$ cat config.mk
export PLATFORM = sky130hd
export DESIGN_NAME = uart_regctl
export DESIGN_NICKNAME = d
export VERILOG_FILES = /design/src/rtl/uart_regctl_pkg.sv /design/src/rtl/uart_cmd_decode.sv /design/src/rtl/uart_tx_hold.sv /design/src/rtl/uart_irq_ctl.sv /design/src/rtl/uart_regctl.sv
export SDC_FILE = /design/constraint.sdc
export NUM_CORES = 1
export LEC_CHECK = 0
export ABC_AREA = 1
export BUFFER_PORTS_ARGS = -buffer_cell sky130_fd_sc_hd__buf_2
export CAP_MARGIN = 20
export CORE_MARGIN = 5
export CORE_UTILIZATION = 30
export CTS_CLUSTER_SIZE = 40
export DETAILED_ROUTE_END_ITERATION = 12
export SLEW_MARGIN = 20
export SYNTH_ARGS = -nofsm -noshare
export SYNTH_HDL_FRONTEND = slang
export SYNTH_SLANG_ARGS = --single-unit
$ cat constraint.sdc
create_clock -name clk -period 1.1 [get_ports clk]
set_input_delay 0.11 -clock clk [delete_from_list [all_inputs] [get_ports clk]]
set_output_delay 0.11 -clock clk [all_outputs]
set_load 0.05 [all_outputs]
$ cat src/rtl/uart_regctl_pkg.sv
package uart_regctl_pkg;

    localparam int unsigned BYTE_W = 8;
    localparam int unsigned OFS_W  = 6;

    localparam logic [OFS_W-1:0] OFS_MODE = 6'h00;
    localparam logic [OFS_W-1:0] OFS_STAT = 6'h04;
    localparam logic [OFS_W-1:0] OFS_CMD  = 6'h08;
    localparam logic [OFS_W-1:0] OFS_DATA = 6'h0C;
    localparam logic [OFS_W-1:0] OFS_INT  = 6'h14;
    localparam logic [OFS_W-1:0] OFS_DIVH = 6'h18;
    localparam logic [OFS_W-1:0] OFS_DIVL = 6'h1C;

    // mode register 1 bit choosing the receive interrupt source
    localparam int unsigned MODE_RXSEL_BIT = 6;

    typedef enum logic [2:0] {
        MISC_NOP       = 3'd0,
        MISC_PTR_RST   = 3'd1,
        MISC_RX_RST    = 3'd2,
        MISC_TX_RST    = 3'd3,
        MISC_ERR_RST   = 3'd4,
        MISC_BRK_CLR   = 3'd5,
        MISC_BRK_START = 3'd6,
        MISC_BRK_STOP  = 3'd7
    } misc_cmd_e;

    typedef enum logic [1:0] {
        DIR_KEEP = 2'd0,
        DIR_ON   = 2'd1,
        DIR_OFF  = 2'd2,
        DIR_RSVD = 2'd3
    } dir_cmd_e;

    typedef struct packed {
        logic ptr_rst;
        logic rx_rst;
        logic tx_rst;
        logic brk_clr;
        logic tx_on;
        logic tx_off;
        logic rx_on;
        logic rx_off;
    } cmd_act_t;

endpackage

$ cat src/rtl/uart_cmd_decode.sv
module uart_cmd_decode
    import uart_regctl_pkg::*;
(
    input  logic              cmd_we,
    input  logic [BYTE_W-1:0] cmd_byte,
    output cmd_act_t          act
);
    misc_cmd_e misc;
    dir_cmd_e  txf;
    dir_cmd_e  rxf;

    always_comb begin
        misc = misc_cmd_e'(cmd_byte[6:4]);
        txf  = dir_cmd_e'(cmd_byte[3:2]);
        rxf  = dir_cmd_e'(cmd_byte[1:0]);
        act  = '0;
        if (cmd_we) begin
            unique case (misc)
                MISC_PTR_RST: act.ptr_rst = 1'b1;
                MISC_RX_RST:  act.rx_rst  = 1'b1;
                MISC_TX_RST:  act.tx_rst  = 1'b1;
                MISC_BRK_CLR: act.brk_clr = 1'b1;
                default:      ;
            endcase
            act.tx_on  = (txf == DIR_ON);
            act.tx_off = (txf == DIR_OFF);
            act.rx_on  = (rxf == DIR_ON);
            act.rx_off = (rxf == DIR_OFF);
        end
    end
endmodule

$ cat src/rtl/uart_tx_hold.sv
module uart_tx_hold
    import uart_regctl_pkg::*;
(
    input  logic              clk,
    input  logic              rst_n,
    input  logic              wr_en,
    input  logic [BYTE_W-1:0] wr_byte,
    input  logic              rst_cmd,
    input  logic              on_cmd,
    input  logic              off_cmd,
    input  logic              tx_ready,
    output logic              tx_valid,
    output logic [BYTE_W-1:0] tx_data,
    output logic              tx_en,
    output logic              tx_empty
);
    typedef struct packed {
        logic              en;
        logic              pend;
        logic [BYTE_W-1:0] data;
    } tx_st_t;

    tx_st_t st_d, st_q;

    always_comb begin
        st_d = st_q;
        if (st_q.en && st_q.pend && tx_ready) st_d.pend = 1'b0;
        // order of fields: reset first, then enable/disable
        if (rst_cmd) begin
            st_d.en   = 1'b0;
            st_d.pend = 1'b0;
        end
        if (on_cmd)  st_d.en = 1'b1;
        if (off_cmd) st_d.en = 1'b0;
        if (wr_en) begin
            st_d.pend = 1'b1;
            st_d.data = wr_byte;
        end
    end

    always_ff @(posedge clk or negedge rst_n) begin
        if (!rst_n) st_q <= '0;
        else        st_q <= st_d;
    end

    assign tx_valid = st_q.en & st_q.pend;
    assign tx_data  = st_q.data;
    assign tx_en    = st_q.en;
    assign tx_empty = ~st_q.pend;
endmodule

$ cat src/rtl/uart_irq_ctl.sv
module uart_irq_ctl
    import uart_regctl_pkg::*;
(
    input  logic              clk,
    input  logic              rst_n,
    input  logic              mask_we,
    input  logic [BYTE_W-1:0] mask_byte,
    input  logic              brk_set,
    input  logic              brk_clr,
    input  logic              tx_src,
    input  logic              rx_src,
    output logic [BYTE_W-1:0] isr,
    output logic              irq
);
    typedef struct packed {
        logic [BYTE_W-1:0] imr;
        logic              dbrk;
    } irq_st_t;

    irq_st_t st_d, st_q;

    always_comb begin
        st_d = st_q;
        if (mask_we) st_d.imr = mask_byte;
        if (brk_clr) st_d.dbrk = 1'b0;
        if (brk_set) st_d.dbrk = 1'b1;
    end

    always_ff @(posedge clk or negedge rst_n) begin
        if (!rst_n) st_q <= '0;
        else        st_q <= st_d;
    end

    always_comb begin
        isr    = '0;
        isr[0] = tx_src;
        isr[1] = rx_src;
        isr[2] = st_q.dbrk;
        irq    = |(isr & st_q.imr);
    end
endmodule

$ cat src/rtl/uart_regctl.sv
module uart_regctl
    import uart_regctl_pkg::*;
#(
    parameter logic [7:0] DIV_HI_INIT = 8'h00,
    parameter logic [7:0] DIV_LO_INIT = 8'h1A,
    parameter int unsigned MODE_REGS  = 2
)(
    input  logic       clk,
    input  logic       rst_n,
    input  logic       bus_req,
    input  logic       bus_we,
    input  logic [5:0] bus_addr,
    input  logic [7:0] bus_wdata,
    output logic [7:0] bus_rdata,
    output logic       irq,
    output logic       tx_valid,
    input  logic       tx_ready,
    output logic [7:0] tx_data,
    input  logic [7:0] rx_head,
    input  logic       rx_empty,
    input  logic       rx_full,
    output logic       rx_pop,
    output logic       rx_flush,
    output logic       rx_enable,
    input  logic       brk_evt
);
    localparam int unsigned PTR_W = (MODE_REGS > 1) ? $clog2(MODE_REGS) : 1;
    localparam logic [PTR_W-1:0] PTR_LAST = PTR_W'(MODE_REGS - 1);

    typedef struct packed {
        logic [MODE_REGS-1:0][BYTE_W-1:0] mr;
        logic [PTR_W-1:0]                 ptr;
        logic                             rx_en;
    } top_st_t;

    top_st_t st_d, st_q;

    logic              wr_mode, wr_cmd, wr_data, wr_mask, rd_data;
    cmd_act_t          act;
    logic              tx_en, tx_empty;
    logic [BYTE_W-1:0] isr, status;
    logic              rx_src;
    logic [PTR_W-1:0]  mode_ptr;

    assign wr_mode = bus_req &  bus_we & (bus_addr == OFS_MODE);
    assign wr_cmd  = bus_req &  bus_we & (bus_addr == OFS_CMD);
    assign wr_data = bus_req &  bus_we & (bus_addr == OFS_DATA);
    assign wr_mask = bus_req &  bus_we & (bus_addr == OFS_INT);
    assign rd_data = bus_req & ~bus_we & (bus_addr == OFS_DATA);

    uart_cmd_decode u_dec (
        .cmd_we   (wr_cmd),
        .cmd_byte (bus_wdata),
        .act      (act)
    );

    uart_tx_hold u_tx (
        .clk      (clk),
        .rst_n    (rst_n),
        .wr_en    (wr_data),
        .wr_byte  (bus_wdata),
        .rst_cmd  (act.tx_rst),
        .on_cmd   (act.tx_on),
        .off_cmd  (act.tx_off),
        .tx_ready (tx_ready),
        .tx_valid (tx_valid),
        .tx_data  (tx_data),
        .tx_en    (tx_en),
        .tx_empty (tx_empty)
    );

    assign rx_src = st_q.mr[0][MODE_RXSEL_BIT] ? rx_full : ~rx_empty;

    uart_irq_ctl u_irq (
        .clk       (clk),
        .rst_n     (rst_n),
        .mask_we   (wr_mask),
        .mask_byte (bus_wdata),
        .brk_set   (brk_evt),
        .brk_clr   (act.brk_clr),
        .tx_src    (tx_en),
        .rx_src    (rx_src),
        .isr       (isr),
        .irq       (irq)
    );

    always_comb begin
        st_d = st_q;
        if (wr_mode) begin
            st_d.mr[st_q.ptr] = bus_wdata;
            st_d.ptr          = PTR_LAST;
        end
        if (act.ptr_rst) st_d.ptr   = '0;
        if (act.rx_rst)  st_d.rx_en = 1'b0;
        if (act.rx_on)   st_d.rx_en = 1'b1;
        if (act.rx_off)  st_d.rx_en = 1'b0;
    end

    always_ff @(posedge clk or negedge rst_n) begin
        if (!rst_n) st_q <= '0;
        else        st_q <= st_d;
    end

    assign mode_ptr = st_q.ptr;
    assign status   = {4'b0000, tx_empty, tx_en, rx_full, ~rx_empty};

    always_comb begin
        bus_rdata = '0;
        if (bus_req && !bus_we) begin
            unique case (bus_addr)
                OFS_MODE: bus_rdata = st_q.mr[mode_ptr];
                OFS_STAT: bus_rdata = status;
                OFS_DATA: bus_rdata = rx_empty ? '0 : rx_head;
                OFS_INT:  bus_rdata = isr;
                OFS_DIVH: bus_rdata = DIV_HI_INIT;
                OFS_DIVL: bus_rdata = DIV_LO_INIT;
                default:  bus_rdata = '0;
            endcase
        end
    end

    assign rx_pop    = rd_data & ~rx_empty;
    assign rx_flush  = act.rx_rst;
    assign rx_enable = st_q.rx_en;
endmodule

==> run summary <==
The flow ran to the end, but the final reports show violations. The checks that failed: negative setup slack. The number of clock buffers inserted by TritonCTS is 5. The count of final max-slew check failures was 0. Counting cells, the worst reg-to-reg path comes to 5. The power density normalized to cell area is just over 1000 mW/mm². Detailed placement finished with a half-perimeter wire length of 4.24 mm. The count of flip-flops with a built-in enable after synthesis came out at 0.

Summed over all layers, the routed wires come to ~5.8 mm. The cell type with the largest total area after synthesis is sky130_fd_sc_hd__dfrtp_1. The maximum clock skew at final layout came out at about 0.0021 ns. The wire length of the first global-routing pass came out at 9.52 mm. The buffer type at the clock tree root is sky130_fd_sc_hd__clkbuf_8.

The area share of the largest cell type after synthesis came out at 42.2%. For met1 alone, demand over resource in global routing was 19.7%. The final weighted congestion in routability-driven placement is 0.879.

The fraction of met3 tracks used by global routing is 3.59%. The startpoint type of the worst setup path is a flop. The synthesized design contains 32 register bits. The setup violation total in the final timing report is 27.

For this run, design rule violations remaining after detail routing come to 0. STA classifies the critical path endpoint as an output pin. The maximum achievable frequency came out at 624 MHz. The most critical setup path has its endpoint at bus_rdata[1]. Counting along the longest clock path gives a buffer depth of 2. The worst-case setup margin in the final layout is -0.503 ns. Detailed routing inserted a total of 1,980 vias. Ranked by total cell area, the synthesized netlist is headed by sky130_fd_sc_hd__dfrtp_1 42%, sky130_fd_sc_hd__nand2_1 19%, sky130_fd_sc_hd__inv_1 6.5%, sky130_fd_sc_hd__o21ai_0 4.5%, sky130_fd_sc_hd__nand3_1 4.2%.

The worst IR drop on VDD came out at between 0.0006 and 0.0007 V. The number of hold-slack violations in the final timing report came out at 0. The path type of the worst setup path is flop to output pin. The core region area is ~0.0062 mm². The worst endpoint required time is 0.99 ns.

The fraction of layout instances using a drive strength above 1 is 44.4%. At the pin with the least slew margin, the transition time is 0.347 ns. After floorplanning, the core was divided into 29 placement rows. The ratio of routed vias to standard cells is 4.57.

The TritonCTS clock tree is done. The signal on the critical path passes through buf_6, nor2_2, a21oi_1, nor3_1, nor2_1, nor2_4, buf_6. In the synthesized netlist, the number of instances is about 270. The number of antenna-violating nets in the routed design came out at 0. The arrival time reported for the critical path endpoint came out at 1.49 ns. The count of cell instances traversed by the critical path is 7. The initial antenna violation count came out at 0. The via count of the first global-routing pass is 1,982.

The number of antenna repair diodes is 0. The number of unique standard cell types used by synthesis is 19. The synthesized netlist net count is 295. The worst hold path passes through 3 cells. In this run the worst hold path is classified as input port to flop. The static leakage is 1.61 nW. The CTS sink count is 32.

The die footprint came out at 0.00801 mm². From bottom edge to top edge, the die measures 89.5 µm. The initial utilization of the core area, before any placement, comes to between 30% and 40%. The setup total negative slack came out at -4.56 ns. The number of port buffers came out at 50. The detailed router's first-iteration violation count came out at 83. The most numerous cell type found on the critical path is sky130_fd_sc_hd__buf_6.

The aggregate global-route resource usage is 15.5%. The share of the Yosys chip area taken by registers is 42.2%. Among all flip-flop cells after synthesis, the most frequent one is sky130_fd_sc_hd__dfrtp_1. The layer carrying the most global-route usage is met2.

The depth of the CTS H-tree is 2. The clock-pin slew reported for the worst setup and hold paths after clock tree synthesis is 0.07 ns. Setup repair after global routing could not meet its margin everywhere.

The number of ports placed on the die boundary came out at 51. The total iterations of the first detailed-routing run came out at 5. The setup slack on the worst flop-to-flop path is -0.07 ns. The endpoint of the lowest-slack register-to-register path is st_q[4]. The startpoint identified for the worst register-to-register timing path is mode_ptr. The minimum clock period is 1.60 ns. The buffers plus inverters on the worst setup path is 2. The post-synthesis async set-or-reset flop share is 100%. The worst hold slack came out at about 0.064 ns. In this run the mean area of a mapped cell was 7.15 µm². The Yosys step of the flow raised 0 warnings. Entering global routing, the biggest net connects 21 pins. The clock insertion delay at the later pin of the skew report is 0.29 ns.

The highest net fanout along the worst path is 4. The overflow left after global routing came out at 0. The width of the die came out at 89.5 µm.

The synthesis-to-layout area growth came out at 57.7%. Max-cap violations in this run came to 0. The largest stage delay on the critical path came out at roughly 0.43 ns. The average wire per standard cell came out at ~13 µm.

Global routing consumed, on the met2 layer, 25.9% of the routing resources. The slowest stage of the critical path is the sky130_fd_sc_hd__dfrtp_2 cell. The final worst-path cycle share came out at 146%. The kind of cell adding the most delay to the critical path is simple AND/OR/NAND/NOR gates. The cell area after technology mapping is 0.00190 mm².

In this run the worst setup path begins at mode_ptr. Headroom to the max-slew limit came out at 76.8%. The number of nets in the finished design came out at 385.
power by group:
part | internal [mW] | leakage [nW] | switching [mW] | total, mW
logic | 0.235 | 1.17 | 0.389 | 0.623
registers | 1.25 | 0.390 | 0.0521 | 1.30
clock network | 0.670 | 0.0541 | 0.474 | 1.14
how the worst min path moves through the flow:
stage | startpoint | to | slack, ns
after floorplan | rst_n | mode_ptr | -0.19
after global placement | rst_n | st_q[7] | 0.04
after detailed placement | rst_n | mode_ptr | 0.04
after CTS | bus_wdata[3] | st_q[13] | 0.05
after global routing | bus_wdata[3] | st_q[13] | 0.07
final | bus_wdata[3] | st_q[13] | 0.06
stage by stage:
stage | power [mW] | std cells | util, % | instance area (µm²) | worst slack, ns
floorplan | 1.65 | 265 | - | 1990 | -0.247
global placement | 1.84 | 410 | 39.6 | 2470 | -0.335
detailed placement | 1.85 | 410 | 39.6 | 2470 | -0.371
CTS | 3.05 | 433 | 46.3 | 2890 | -0.504
global route | 3.22 | 433 | 47.9 | 2990 | -0.572
finish | 3.07 | 433 | 47.9 | 2990 | -0.503
state kept, by name, summed over array words and instances, names as in the netlist:
signal,cells
u_irq.isr,1
st_q,16
u_irq.st_q,3
u_tx.tx_en,1
u_tx.st_q,1
rx_enable,1
u_tx.tx_data,8
mode_ptr,1
worst register-to-register path: stages (launching register included):
cell                      delay, ns
sky130_fd_sc_hd__dfrtp_2       0.43
sky130_fd_sc_hd__buf_6         0.15
sky130_fd_sc_hd__buf_6         0.14
sky130_fd_sc_hd__nor2_4        0.23
sky130_fd_sc_hd__nand2_1       0.08
sky130_fd_sc_hd__o21ai_0       0.07
what timing repair did:
action | in CTS | in global routing
hold endpoints to repair | 13 | 0
resized for setup | 64 | 36
gates cloned | 1 | 0
setup buffers | 18 | 8
pin swaps | 13 | 18
hold buffers | 2 | 0
setup endpoints to repair | 29 | 40
cells in the final DEF, fill, tap and decap left out, types with 2 or more instances in the layout:
cell and instances:
sky130_fd_sc_hd__inv_4 2, sky130_fd_sc_hd__nand2_1 81, sky130_fd_sc_hd__clkinvlp_4 2, sky130_fd_sc_hd__inv_1 27
sky130_fd_sc_hd__nand2_4 5, sky130_fd_sc_hd__inv_2 3, sky130_fd_sc_hd__dlygate4sd3_1 2, sky130_fd_sc_hd__buf_8 5
sky130_fd_sc_hd__nor2_1 7, sky130_fd_sc_hd__o21ai_1 14, sky130_fd_sc_hd__nor2_4 9, sky130_fd_sc_hd__a21oi_1 3
sky130_fd_sc_hd__o21ai_0 11, sky130_fd_sc_hd__nand3_2 3, sky130_fd_sc_hd__nand4_1 4, sky130_fd_sc_hd__nand3_1 13
sky130_fd_sc_hd__dfrtp_1 31, sky130_fd_sc_hd__nor2_8 2, sky130_fd_sc_hd__clkbuf_8 5, sky130_fd_sc_hd__buf_4 29
sky130_fd_sc_hd__nor2_2 7, sky130_fd_sc_hd__a21oi_4 2, sky130_fd_sc_hd__buf_6 25, sky130_fd_sc_hd__o21ai_2 7
sky130_fd_sc_hd__nand2_2 11, sky130_fd_sc_hd__nor3_1 4, sky130_fd_sc_hd__buf_2 34
cell usage after synthesis (5+ instances only):
library cell,number
sky130_fd_sc_hd__buf_4,8
sky130_fd_sc_hd__nor3_1,5
sky130_fd_sc_hd__nand3_1,16
sky130_fd_sc_hd__inv_1,33
sky130_fd_sc_hd__a21oi_1,6
sky130_fd_sc_hd__dfrtp_1,32
sky130_fd_sc_hd__nor2_1,18
sky130_fd_sc_hd__o21ai_1,15
sky130_fd_sc_hd__o21ai_0,17
sky130_fd_sc_hd__nand2_1,94
cells by family (layout without fill, tap and decap cells):
logic type | count (synthesis) | after routing | synth area share [%]
AOI/OAI and AO/OA | 39 | 39 | 10.4
buffers and inverters | 47 | 137 | 11.9
DFF | 32 | 32 | 42.2
and+or+nand+nor | 147 | 148 | 35.4
final cells by class:
cell class	instances	area, µm²
Tap cell	77	96.3
Timing Repair Buffer	96	785
Fill cell	627	3250
Inverter	33	133
Multi-Input combinational cell	187	1060
Clock buffer	5	68.8
Sequential cell	32	802
Clock inverter	3	42.5
metal layers:
layer  wire, µm  part of all wire [%]  up-vias
li1           -                     -     1006
met1       2660                    46      928
met2       2770                    48       40
met3        314                   5.4        6
met4         63                   1.1        0
met5          0                     0        -
Power figures use the tool's default switching activity.
